## src/rtl/lin_hdr_pkg.sv

```systemverilog
package lin_hdr_pkg;
  typedef enum logic [1:0] {
    POS_DATA = 2'd0,
    POS_SYNC = 2'd1,
    POS_ID   = 2'd2
  } pos_e;

  localparam int FLAG_RDY  = 0;
  localparam int FLAG_HDR  = 1;
  localparam int FLAG_FERR = 2;
  localparam int FLAG_PERR = 3;
  localparam int NUM_FLAGS = 4;
endpackage

```

## src/rtl/lin_hdr_seq.sv

```systemverilog
module lin_hdr_seq
  import lin_hdr_pkg::*;
(
  input  logic clk,
  input  logic rst_n,
  input  logic slave,
  input  logic brk,
  input  logic chr,
  output logic at_sync,
  output logic at_id
);
  pos_e pos_q, pos_n;

  always_comb begin
    pos_n = pos_q;
    if (!slave) begin
      pos_n = POS_DATA;
    end else if (brk) begin
      pos_n = POS_SYNC;
    end else if (chr) begin
      case (pos_q)
        POS_SYNC: pos_n = POS_ID;
        default:  pos_n = POS_DATA;
      endcase
    end
  end

  always_ff @(posedge clk or negedge rst_n) begin
    if (!rst_n) pos_q <= POS_DATA;
    else        pos_q <= pos_n;
  end

  assign at_sync = (pos_q == POS_SYNC);
  assign at_id   = (pos_q == POS_ID);

  AST_BREAK_RESTARTS: assert property (@(posedge clk) disable iff (!rst_n)
    (slave && brk) |=> (at_sync && !at_id));
  AST_ID_AFTER_SYNC: assert property (@(posedge clk) disable iff (!rst_n)
    (slave && chr && !brk && at_sync) |=> at_id);
endmodule

```

## src/rtl/lin_id_parity.sv

```systemverilog
module lin_id_parity #(
  parameter int DW = 8
) (
  input  logic [DW-1:0] pid,
  output logic          mismatch
);
  logic exp_p0, exp_p1;

  always_comb begin
    exp_p0   = pid[0] ^ pid[1] ^ pid[2] ^ pid[4];
    exp_p1   = ~(pid[1] ^ pid[3] ^ pid[4] ^ pid[5]);
    mismatch = (pid[6] != exp_p0) || (pid[7] != exp_p1);
  end
endmodule

```

## src/rtl/lin_hdr_flags.sv

```systemverilog
module lin_hdr_flags #(
  parameter int N = 4
) (
  input  logic         clk,
  input  logic         rst_n,
  input  logic [N-1:0] set,
  input  logic [N-1:0] clr,
  output logic [N-1:0] q
);
  for (genvar i = 0; i < N; i++) begin : g_flag
    logic f_q, f_n;

    always_comb begin
      f_n = f_q;
      if (clr[i]) f_n = 1'b0;
      if (set[i]) f_n = 1'b1;
    end

    always_ff @(posedge clk or negedge rst_n) begin
      if (!rst_n) f_q <= 1'b0;
      else        f_q <= f_n;
    end

    assign q[i] = f_q;

    AST_SET_WINS: assert property (@(posedge clk) disable iff (!rst_n)
      set[i] |=> q[i]);
    AST_STICKY: assert property (@(posedge clk) disable iff (!rst_n)
      (q[i] && !clr[i]) |=> q[i]);
  end
endmodule

```

## src/rtl/lin_hdr_rx.sv

```systemverilog
module lin_hdr_rx
  import lin_hdr_pkg::*;
#(
  parameter int DW = 8
) (
  input  logic          clk,
  input  logic          rst_n,
  input  logic          rx_valid,
  input  logic [DW-1:0] rx_data,
  input  logic          rx_ferr,
  input  logic          cfg_slave,
  input  logic          cfg_id_mode,
  input  logic          cfg_auto_sync,
  input  logic          cfg_par_en,
  input  logic          cfg_mute,
  input  logic          cfg_hdr_ie,
  input  logic          clr_rdy,
  input  logic          clr_hdr,
  input  logic          clr_ferr,
  input  logic          clr_perr,
  output logic [DW-1:0] rx_dr,
  output logic          rdy,
  output logic          hdr,
  output logic          ferr,
  output logic          perr,
  output logic          irq
);
  // reset: asserted asynchronously, released after two clock edges
  logic [1:0] rst_sync_q;
  logic       rst_q;

  always_ff @(posedge clk or negedge rst_n) begin
    if (!rst_n) rst_sync_q <= 2'b00;
    else        rst_sync_q <= {rst_sync_q[0], 1'b1};
  end
  assign rst_q = rst_sync_q[1];

  // character classification
  logic is_brk, chr, at_sync, at_id;
  logic ch_sync, ch_id, ch_norm;
  logic par_bad, hdr_set, ld;

  assign is_brk = rx_valid && cfg_slave && rx_ferr && (rx_data == '0);
  assign chr    = rx_valid && !is_brk;

  lin_hdr_seq u_seq (
    .clk     (clk),
    .rst_n   (rst_q),
    .slave   (cfg_slave),
    .brk     (is_brk),
    .chr     (chr),
    .at_sync (at_sync),
    .at_id   (at_id)
  );

  lin_id_parity #(.DW(DW)) u_par (
    .pid      (rx_data),
    .mismatch (par_bad)
  );

  always_comb begin
    ch_sync = chr && cfg_slave && at_sync;
    ch_id   = chr && cfg_slave && at_id;
    ch_norm = chr && !ch_sync && !ch_id;
    hdr_set = (is_brk && !cfg_id_mode) || (ch_id && cfg_id_mode);
    ld      = hdr_set ||
              (!cfg_mute && ((ch_sync && !cfg_id_mode && !cfg_auto_sync) ||
                             (ch_id && !cfg_id_mode) ||
                             ch_norm));
  end

  // data register
  logic [DW-1:0] dr_q, dr_n;

  always_comb begin
    dr_n = dr_q;
    if (ld) dr_n = rx_data;
  end

  always_ff @(posedge clk or negedge rst_q) begin
    if (!rst_q) dr_q <= '0;
    else        dr_q <= dr_n;
  end

  // sticky flags
  logic [NUM_FLAGS-1:0] fl_set, fl_clr, fl_q;

  always_comb begin
    fl_set            = '0;
    fl_clr            = '0;
    fl_set[FLAG_RDY]  = ld;
    fl_set[FLAG_HDR]  = hdr_set;
    fl_set[FLAG_FERR] = rx_valid && rx_ferr && !is_brk;
    fl_set[FLAG_PERR] = ch_id && cfg_par_en && par_bad;
    fl_clr[FLAG_RDY]  = clr_rdy;
    fl_clr[FLAG_HDR]  = clr_hdr;
    fl_clr[FLAG_FERR] = clr_ferr;
    fl_clr[FLAG_PERR] = clr_perr;
  end

  lin_hdr_flags #(.N(NUM_FLAGS)) u_flags (
    .clk   (clk),
    .rst_n (rst_q),
    .set   (fl_set),
    .clr   (fl_clr),
    .q     (fl_q)
  );

  assign rx_dr = dr_q;
  assign rdy   = fl_q[FLAG_RDY];
  assign hdr   = fl_q[FLAG_HDR];
  assign ferr  = fl_q[FLAG_FERR];
  assign perr  = fl_q[FLAG_PERR];
  assign irq   = hdr && cfg_hdr_ie;

  AST_HDR_AFTER_CHAR: assert property (@(posedge clk) disable iff (!rst_q)
    $rose(hdr) |-> $past(rx_valid));
  AST_AUTO_SYNC_SKIP: assert property (@(posedge clk) disable iff (!rst_q)
    (rx_valid && cfg_slave && at_sync && !rx_ferr && cfg_auto_sync && !cfg_id_mode) |=> $stable(rx_dr));
  AST_PERR_NEEDS_EN: assert property (@(posedge clk) disable iff (!rst_q)
    $rose(perr) |-> $past(cfg_par_en && cfg_slave));
  AST_MUTE_HOLDS_DR: assert property (@(posedge clk) disable iff (!rst_q)
    (rx_valid && cfg_mute && !at_id && !rx_ferr) |=> $stable(rx_dr));
  AST_BREAK_NO_FERR: assert property (@(posedge clk) disable iff (!rst_q)
    (rx_valid && cfg_slave && rx_ferr && (rx_data == '0) && !ferr) |=> !ferr);
endmodule

```

## config.mk

```make
export PLATFORM = sky130hd
export DESIGN_NAME = lin_hdr_rx
export DESIGN_NICKNAME = d
export VERILOG_FILES = /design/src/rtl/lin_hdr_pkg.sv /design/src/rtl/lin_hdr_seq.sv /design/src/rtl/lin_id_parity.sv /design/src/rtl/lin_hdr_flags.sv /design/src/rtl/lin_hdr_rx.sv
export SDC_FILE = /design/constraint.sdc
export NUM_CORES = 1
export LEC_CHECK = 0
export ABC_AREA = 0
export ABC_CLOCK_PERIOD_IN_PS = 800
export BUFFER_PORTS_ARGS = -buffer_cell sky130_fd_sc_hd__buf_2
export CAP_MARGIN = 20
export CORE_MARGIN = 1.5
export CORE_UTILIZATION = 46
export CTS_CLUSTER_DIAMETER = 60
export DETAILED_ROUTE_END_ITERATION = 8
export PLACE_DENSITY = 0.74
export SLEW_MARGIN = 40
export SYNTH_ARGS = -nofsm -noshare
export SYNTH_HDL_FRONTEND = slang
export SYNTH_SLANG_ARGS = --single-unit
```

## constraint.sdc

```tcl
create_clock -name clk -period 0.8 [get_ports clk]
set_clock_uncertainty 0.05 [all_clocks]
set_input_delay 0 -clock clk [delete_from_list [all_inputs] [get_ports clk]]
set_output_delay 0 -clock clk [all_outputs]
set_load 0.02 [all_outputs]
```

* Word-level counts from Yosys, hierarchy flattened
Index checks and enable logic that the tools add are counted.
Word-level totals: bits in registers 16, bits in latches 0, bits in writable memories 0, bits in read-only memories 0, input bits 22, output and inout port bits 13, word-level logic and storage cells 67, memories kept 0
Operators by class: add/sub/neg operators 0, multipliers 0, div/mod/pow operators 0, magnitude comparators 0, equal/unequal tests 5, shift operators 0, multiplexer cells 12, bitwise operators 7, reduce and logical (&&, ||, !) cells 36
Operators with widths (count):
- logical AND 1 bit | 20
- zero test 8 bit | 1
- two-way mux 1 bit | 8
- two-way mux 2 bit | 4
- nonzero test 2 bit | 4
- zero test 1 bit | 6
- XOR 1 bit | 6
- logical OR 1 bit | 5
- != test 3 x 1 -> 1 bit, second input constant | 1
- == test 2 x 1 -> 1 bit, second input constant | 1
- == test 2 bit, second input constant | 1
- != test 1 bit | 2
- NOT 1 bit | 1

* Longest topological paths before layout
word-level depth 14, mapped depth 6, depth with buffers taken out 6

* Hierarchy
Synthesis repeated with hierarchy kept, for this count alone.
Unflattened totals: cell total of the unflattened synthesis 76, area total of the unflattened synthesis 887.1 µm²
By module, submodules not included:
- lin_hdr_rx | times used 1, cells an instance 44, area each 526.8 µm², seq. area each 250.2 µm²
- lin_hdr_flags | times used 1, cells an instance 16, area each 175.2 µm², seq. area each 100.1 µm²
- lin_hdr_seq | times used 1, cells an instance 10, area each 110.1 µm², seq. area each 50.0 µm²
- lin_id_parity | times used 1, cells an instance 6, area each 75.1 µm², seq. area each 0.0 µm²

* Worst setup path before layout
Ideal clock, no wire load.
path type register to register, from register u_seq.pos_q[0], to register dr_q[0] (netlist: rx_dr[0]), library setup time 125 ps, data arrival time 1404 ps, required time 625 ps, path slack -779 ps, stages on the path, launching flop included 5, buffers on the path 0, clock period less this slack 1579 ps, cell sequence dfrtp_1 and4b_1 a211oi_2 o221ai_4 mux2_4
On the way: longest elaborated chain between the ends 8, elaborated cells on any way between the ends 17, those cells by class 2 x eq/ne; 15 x reduce/logical
RTL lines:
- from (decl) | RTL line lin_hdr_seq.sv:12 | pos_e pos_q, pos_n;
- from (signal assigned) | RTL line lin_hdr_seq.sv:30 | else pos_q <= pos_n;
- == test 2 x 1 -> 1 bit | RTL line lin_hdr_seq.sv:33 | assign at_sync = (pos_q == POS_SYNC);
- logical AND 1 bit | RTL line lin_hdr_rx.sv:62 | ch_sync = chr && cfg_slave && at_sync;
- logical AND 1 bit / zero test 1 bit (equally long branches) | RTL line lin_hdr_rx.sv:67, lin_hdr_rx.sv:64
- logical AND 1 bit, on equally long branches | RTL line lin_hdr_rx.sv:67, lin_hdr_rx.sv:64
- logical OR 1 bit / logical AND 1 bit (equally long branches) | RTL line lin_hdr_rx.sv:67, lin_hdr_rx.sv:64
- logical OR 1 bit | RTL line lin_hdr_rx.sv:68 | (ch_id && !cfg_id_mode) ||
- logical AND 1 bit | RTL line lin_hdr_rx.sv:67 | (!cfg_mute && ((ch_sync && !cfg_id_mode && !cfg_auto_sync) ||
- logical OR 1 bit * | RTL line lin_hdr_rx.sv:66 | ld = hdr_set ||
- to (signal assigned) | RTL line lin_hdr_rx.sv:82 | else dr_q <= dr_n;
- to (decl) | RTL line lin_hdr_rx.sv:73 | logic [DW-1:0] dr_q, dr_n;
Mark *: on every way between the ends. The rest lies on a longest branch, timed or not. A chain may end at the register's enable or synchronous reset.

* Final worst setup path
from register u_seq.pos_q[1], to register dr_q[2] (netlist: rx_dr[2])
Same word-level chain as after synthesis.

==> results_dict.tcl <==
set metrics [dict create \
    ir_drop_mv 1.55 \
    clkTransAtPathRegs_ns 0.09 \
    worstSetupEndpointType "flop" \
    die_area_sq_mm 0.00215 \
    synth_flop_cell "dfrtp_1" \
    critPathArrivalTime_ns 1.83 \
    synth-edff-count 0 \
    final_common_cell "buf_2" \
    drive_gt1_share_pct 59.7 \
    status "finished with violations" \
    die_w_um 46.4 \
    syn_inst 68 \
    hpwl_um 1600 \
    syn_to_final_growth_pct 78.7 \
    wire_per_inst_um 16.8 \
    cpPeakStageDelay_ns 0.43 \
    clkSinkCount 16 \
    critPathKind "reg2reg" \
    required_ns 0.92 \
    hp-class "in2reg" \
    rr_worst_depth 4 \
    synth.avg_cell_area_sq_um 12.7 \
    routed_via_density 5.06 \
    synth_area_sq_um 865 \
    grt_use_total_pct 27.6 \
    reg2reg_to "rx_dr[2]" \
    pin_count 35 \
    initial_core_util_pct 49.5 \
    cp_slowest_cell "dfrtp_1" \
    start_kind "flop" \
    num_antenna_cells 0 \
    place_congestion 0.710 \
    ys_seq_area_share_pct 46.3 \
    drt.antenna.violating_nets 0 \
    die_h_um 46.4 \
    clock_path_buffers 2 \
    fin_ws_ns -0.903 \
    p_leak_nw 0.728 \
    r2r_start "u_seq.pos_q[1]" \
    htree_num_levels 1 \
    wirelength_um 2670 \
    synth_area_leaders "dfrtp_1 46%, mux2_4 14%, xnor2_1 4.1%, inv_1 3.5%, o221ai_4 3.0%" \
    cts-root-buf "clkbuf_4" \
    slew_violations 0 \
    violations "setup timing" \
    period_needed_ns 1.70 \
    grt_max_degree 15 \
    pre_cts_ws_ns -0.925 \
    crit_path_max_fanout 5 \
    cts_buffers 3 \
    rsz0062_at_grt "yes" \
    cap_violations 0 \
    drcViolationCount 0 \
    vias 805 \
    grt_pass1_vias 810 \
    grt-ovfl-total 0 \
    num_rows 15 \
    synth_fp_nets 91 \
    ys_warn_count 0 \
    first_iter_violations 19 \
    synth_top_area_share_pct 46.3 \
    fp.coreArea_sq_mm 0.00175 \
    rrSetupSlack_ns -0.90 \
    worstSkewPairLatency_ns 0.29 \
    async_flop_share_pct 100 \
    final_cell_mix "19 x buf_2, 16 x buf_6, 16 x buf_4, 16 x dfrtp_1, 10 x dlygate4sd3_1" \
    endpoint "rx_dr[2]" \
    grt_pass1_wl_um 3980 \
    final_util_pct 88.5 \
    antenna_found_initial 0 \
    power_density_mw_per_mm2 1390 \
    total_power_mw 2.14 \
    ys_ff_latch 16 \
    period_share_pct 213 \
    cp_cell_sequence "and4b_1, a211oi_4, o221ai_4, mux2_4" \
    drt_pass1_iterations 4 \
    ys_types 29 \
    setup_viol 26 \
    whs_ns 0.0174 \
    cp-startpoint "u_seq.pos_q[1]" \
    timing.fmax_ghz 0.587 \
    nNetsFinal 159 \
    yosys.area.top_type "dfrtp_1" \
    cts_tree "yes" \
    port_buffers 34 \
    finalHoldViolations 0 \
]
[per-stage QoR]
step	TNS, ns	cell area (sq um)	instances
2_1_floorplan	-7.23	902	68
3_3_place_gp	-9.49	1230	144
3_5_place_dp	-10.24	1230	144
4_1_cts	-10.09	1500	158
5_1_grt	-11.05	1550	159
6_report	-10.05	1550	159
[sequential cells by signal, indices dropped and copies added (netlist names)]
signal and flops:
rst_sync_q 2, rx_dr 8, u_flags.g_flag.f_q 4, u_seq.pos_q 2
[where the power goes]
part	total, mW	internal (mW)	switching, mW
registers	0.947	0.885	0.0621
logic	0.776	0.443	0.333
clock network	0.420	0.175	0.245
total	2.14	1.50	0.640
[worst min path at each step]
stage	to	slack, ns	cells after the start	startpoint
floorplan	rst_sync_q[0]	-0.35	0	rst_n
CTS	u_flags.g_flag[3].f_q	-0.01	3	cfg_par_en
detailed placement	rst_sync_q[1]	-0.26	1	rst_n
finish	rx_dr[7]	0.02	3	rx_data[7]
global route	rx_dr[7]	0.01	3	rx_data[7]
global placement	rst_sync_q[0]	-0.27	1	rst_n
[what timing repair did]
action | in CTS | in global routing
buffers inserted | 2 | 1
setup endpoints to repair | 27 | 27
endpoints found under the hold margin | 8 | 1
cloned | 1 | 0
gates resized for setup | 38 | 6
hold buffers | 9 | 1
pin swaps | 5 | 4
[cell usage after synthesis, types with 2 or more instances]
library cell and instances:
dfrtp_1 16, inv_1 8, mux2_4 8, nand2_1 4, xnor2_1 4, o21ai_1 3, nand3b_1 2, nor2_1 2
[routing by layer]
metal  track usage (%)  vias up  wire (um)
met5                 0        -          0
li1                  -      380          -
met1              33.6      400       1070
met3              3.14        4         65
met4              10.3        0         18
met2              49.2       21       1520
[worst max-delay path: cells and delay by family, from the launching register on]
| kind | cells | cell delay (ns) |
|---|---|---|
| and+or+nand+nor | 1 | 0.23 |
| AOI/OAI and AO/OA | 2 | 0.53 |
| DFF | 1 | 0.43 |
| muxes | 1 | 0.35 |
[cells by family after synthesis]
logic type / count (synthesis) / share of synthesized area (%)
other: 1 / 0.434
AND/OR/NAND/NOR: 15 / 13.5
multiplexers: 8 / 13.9
buffers and inverters: 8 / 3.47
XOR/XNOR: 6 / 7.67
flip-flops: 16 / 46.3
adder cells (fa/ha/maj): 1 / 1.45
AO/OA/AOI/OAI: 13 / 13.3
[layout make-up]
cell class	instances	area (sq um)
tap	25	31.3
inverter	8	47.5
fill	86	200
timing repair buffer	62	510
sequential	16	400
clock buffer	3	22.5
multi-input combinational	45	533
Note: power is estimated with default switching activity, not from simulation.
